[config.mk]
export PLATFORM = sky130hd
export DESIGN_NAME = lpc_stretch
export DESIGN_NICKNAME = d
export VERILOG_FILES = /design/src/rtl/lpc_pkg.sv /design/src/rtl/lpc_stretch.sv
export SDC_FILE = /design/constraint.sdc
export NUM_CORES = 1
export LEC_CHECK = 0
export BUFFER_PORTS_ARGS = -buffer_cell sky130_fd_sc_hd__buf_2
export CORE_AREA = 5 5 42 44
export DETAILED_ROUTE_END_ITERATION = 8
export DIE_AREA = 0 0 47 49
export PLACE_DENSITY = 0.33
export SLEW_MARGIN = 25
export SYNTH_ARGS = -nofsm -noshare
export SYNTH_HDL_FRONTEND = slang
export SYNTH_SLANG_ARGS = --single-unit
[constraint.sdc]
create_clock -name clk -period 1.7 [get_ports clk]
set_clock_uncertainty 0.2 [all_clocks]
set_input_delay 0.51 -clock clk [delete_from_list [all_inputs] [get_ports clk]]
set_output_delay 0.51 -clock clk [all_outputs]
set_load 0.05 [all_outputs]
[src/rtl/lpc_pkg.sv]
package lpc_pkg;
  localparam int unsigned LPC_DATA_W     = 28;
  localparam int unsigned LPC_COVER_LSB  = 0;
  localparam int unsigned LPC_COVER_BITS = 22;
  localparam int unsigned LPC_CS_W       = 4;
  localparam int unsigned LPC_HOLD       = 2;

  // width of a counter that must hold the value n
  function automatic int unsigned cnt_w(input int unsigned n);
    return (n < 2) ? 1 : $clog2(n + 1);
  endfunction
endpackage

[src/rtl/lpc_stretch.sv]
module lpc_stretch #(
  parameter int unsigned HOLD = 2
) (
  input  logic clk,
  input  logic rst_n,
  input  logic mis,
  output logic err_n
);
  localparam int unsigned CW = lpc_pkg::cnt_w(HOLD);

  logic          err_q;
  logic [CW-1:0] left_q;

  always_ff @(posedge clk or negedge rst_n) begin
    if (!rst_n) begin
      err_q  <= 1'b0;
      left_q <= '0;
    end else if (mis) begin
      err_q  <= 1'b1;
      left_q <= CW'(HOLD - 1);
    end else if (left_q != '0) begin
      left_q <= left_q - 1'b1;
    end else begin
      err_q  <= 1'b0;
    end
  end

  assign err_n = ~err_q;

  // run length of the low phase, for the hold check
  logic [CW-1:0] lowrun_q;
  always_ff @(posedge clk or negedge rst_n) begin
    if (!rst_n)                     lowrun_q <= '0;
    else if (err_n)                 lowrun_q <= '0;
    else if (lowrun_q != CW'(HOLD)) lowrun_q <= lowrun_q + 1'b1;
  end

  assert_hold_min_R7: assert property (@(posedge clk) disable iff (!rst_n)
    $rose(err_n) |-> (lowrun_q >= CW'(HOLD)));
endmodule

==> out/results.ini <==
[synth]
syn-instance-count = 13
synth_adder_area_share_pct = 8.70
syn_nets = 17
synth_cell_types = 8
largest_family_of_logic_cells_by_synthesized_area = compound AO/OA/AOI/OAI gates
number_of_warnings_reported_in_the_yosys_synthesis_log = 0
synth-compound-area-share_pct = 13.9
syn_area_sq_um = 144
synth_xor_area_share_pct = 6.09
synthMuxAreaShare_pct = 0
post_synth.cell_area_avg_sq_um = 11.1
post_synth_and_or_nand_nor_area_fraction_pct = 8.70
synth-seq-area-share_pct = 52.2
postSynthRegisterBits = 3

[global_routing]
via_count_of_the_first_global_routing_pass = 106
grt_overflow = 0
gr-usage-all-layers_pct = 2.68
largest_net_degree_at_the_start_of_global_routing = 4
grt_first_pass_wirelength_microns = 351
number_of_antenna_violations_at_the_first_check_in_global_routing = 0

[cells_and_area]
area.growth.synth_to_final_pct = 49.6
design.final.nets = 26
fin_area_sq_um = 215
antenna-diode-count = 0
final_layout_size_suffix_gt1_share_pct = 33.3
post_layout_nonfiller_instances = 37

[routing]
drcViolationCount = 0
firstDrtPassIters = 1
detail-route-antenna-nets = 0
met3RoutedLength_microns = 25
met2RoutedLength_microns = 108
route.layer.met1.wl_microns = 103
total_via_count_after_detailed_routing = 110
drt-vias-per-instance = 2.97
detail_route.wirelength_microns = 237
detailedRoute.firstIterationViolations = 0
top_layer_used = met3
wire_per_inst_microns = 6.41

[setup_path]
timing.reg2reg.worst_path_depth = 4
worst_setup_path_start_kind = flip-flop
end_kind = output pin
worstPathArrival_ns = 0.91
critical_path.max_fanout = 2
worst_ep_required_time_ns = 0.99
path_class = flip-flop to output pin

[cts]
cts_tree = built
cts.path.max_buffers = 2
clock_tree.root_cell = sky130_fd_sc_hd__clkbuf_4
clk_pin_slew_ns = 0.04
ctsResizeCount = 0
cts_buffers = 3
cts_max_level = 1
clock_latency_ns = 0.23
cts.sinks = 3

[floorplanning]
die_width_microns = 47
ios = 4
rows = 14
floorplan_die_area_sq_um = 2300
placeableCoreArea_sq_um = 1400
floorplan.die.height_microns = 49
initial_core_util_pct = 10.3

[hold_path]
hold_depth = 2
timing.hold.worst.class = input port to flip-flop

[placed_design]
gpl.final_weighted_congestion = 0.656
placed_cells_incl_taps = 32
detailedPlacementHpwl_microns = 185
place_area_sq_um = 179
port_buffers = 3

[pwr]
power.share.combinational_pct = 38.8
design_power_total_uw = 397
internal-power_uw = 256
switching_share_pct = 35.6
worst_ir_drop_vdd_uv = 532
power.density_nw_per_um2 = 1840
clkPwrFrac_pct = 30.7
sequentialPowerShare_pct = 30.5
static-leakage-power_uw = 0.000109
switchingPower_uw = 141

[sta]
max_transition_viols_final = 0
tightest_pin_transition_ns = 0.247
fin_tns_setup_ns = 0
timing.max_slew.rel_slack_pct = 83.6
min_period_over_period_pct = 95.1
layout_min_cycle_time_ns = 1.62
fmax_ghz = 0.619
timing_hold_violations_final = 0
setup_repair_after_global_routing_missed_its_margin = no
finalSetupViolations = 0

[job]
maxCapViolCount = 0

[run_status]
status = complete, no violations

## power groups by stage
stage / Clock, uW / Combinational, uW / Sequential (uW)
final: 122 / 154 / 121
after global routing: 138 / 167 / 122
after CTS: 129 / 155 / 120
after detailed placement: 0 / 153 / 121
after global placement: 0 / 152 / 119
after floorplan: 0 / 129 / 117
## path summary, 6_finish.rpt
check | startpoint | to | slack, ns
min in group asynchronous | rst_n | err_q | 0.40
min reg2reg | err_q | err_q | 0.29
max reg2reg | left_q[0] | left_q[1] | 0.47
max in group asynchronous | rst_n | left_q[0] | 0.79
min | mis | left_q[1] | 0.26
max | err_q | err_n | 0.08
## metal layers
metal | global-route usage, % | up-vias
met3 | 2.21 | 0
met1 | 2.20 | 52
met4 | 5.53 | 0
met5 | 0 | -
li1 | - | 54
met2 | 2.26 | 4
## synthesized netlist by cell type
library cell | number | share of area (%)
sky130_fd_sc_hd__dfrtp_1 | 3 | 52
sky130_fd_sc_hd__inv_1 | 4 | 10
sky130_fd_sc_hd__nor2b_1 | 1 | 4.4
sky130_fd_sc_hd__nand2b_1 | 1 | 4.4
sky130_fd_sc_hd__a211oi_2 | 1 | 8.7
sky130_fd_sc_hd__a21o_1 | 1 | 5.2
sky130_fd_sc_hd__ha_1 | 1 | 8.7
sky130_fd_sc_hd__xor2_1 | 1 | 6.1
## per-stage QoR
step | hold WS, ns | setup WS (ns) | util (%)
2_1_floorplan | 0.0144 | 0.327 | -
3_3_place_gp | 0.109 | 0.334 | 12.8
3_5_place_dp | 0.111 | 0.330 | 12.8
4_1_cts | 0.255 | 0.0734 | 15.4
5_1_grt | 0.263 | 0.0379 | 15.4
6_report | 0.264 | 0.0834 | 15.4
## placed cells by master, fill, tap and decap left out, types with 3 or more instances in the layout
master	n
sky130_fd_sc_hd__buf_2	3
sky130_fd_sc_hd__clkbuf_4	3
sky130_fd_sc_hd__dfrtp_1	3
sky130_fd_sc_hd__inv_1	4
## sequential cells by signal, indices dropped and copies added, names as in the netlist
name / cells
err_q: 1
left_q: 2
## cell families after synthesis
kind of cell | count (synthesis)
fa+ha+maj | 1
compound gates | 2
xor+xnor | 1
buf+inv | 4
simple gates | 2
flops | 3
## final cells by class
cell class / instances / area (sq um)
multi-input cells: 6 / 53.8
fillers: 167 / 1190
flip-flops and latches: 3 / 75.1
well taps: 16 / 20.0
repair buffers: 4 / 25.0
inverters: 4 / 15.0
clock buffers: 4 / 26.3
## critical path, cell delays in order (launching register included)
cell and delay (ns):
sky130_fd_sc_hd__dfrtp_1 0.37, sky130_fd_sc_hd__inv_1 0.05, sky130_fd_sc_hd__buf_2 0.25
## what timing repair did
| action | CTS | global route |
|---|---|---|
| buffers inserted | 0 | 0 |
| hold buffers | 1 | 0 |
| hold endpoints to repair | 3 | 0 |
No activity file was read; power rests on OpenSTA's default activity.
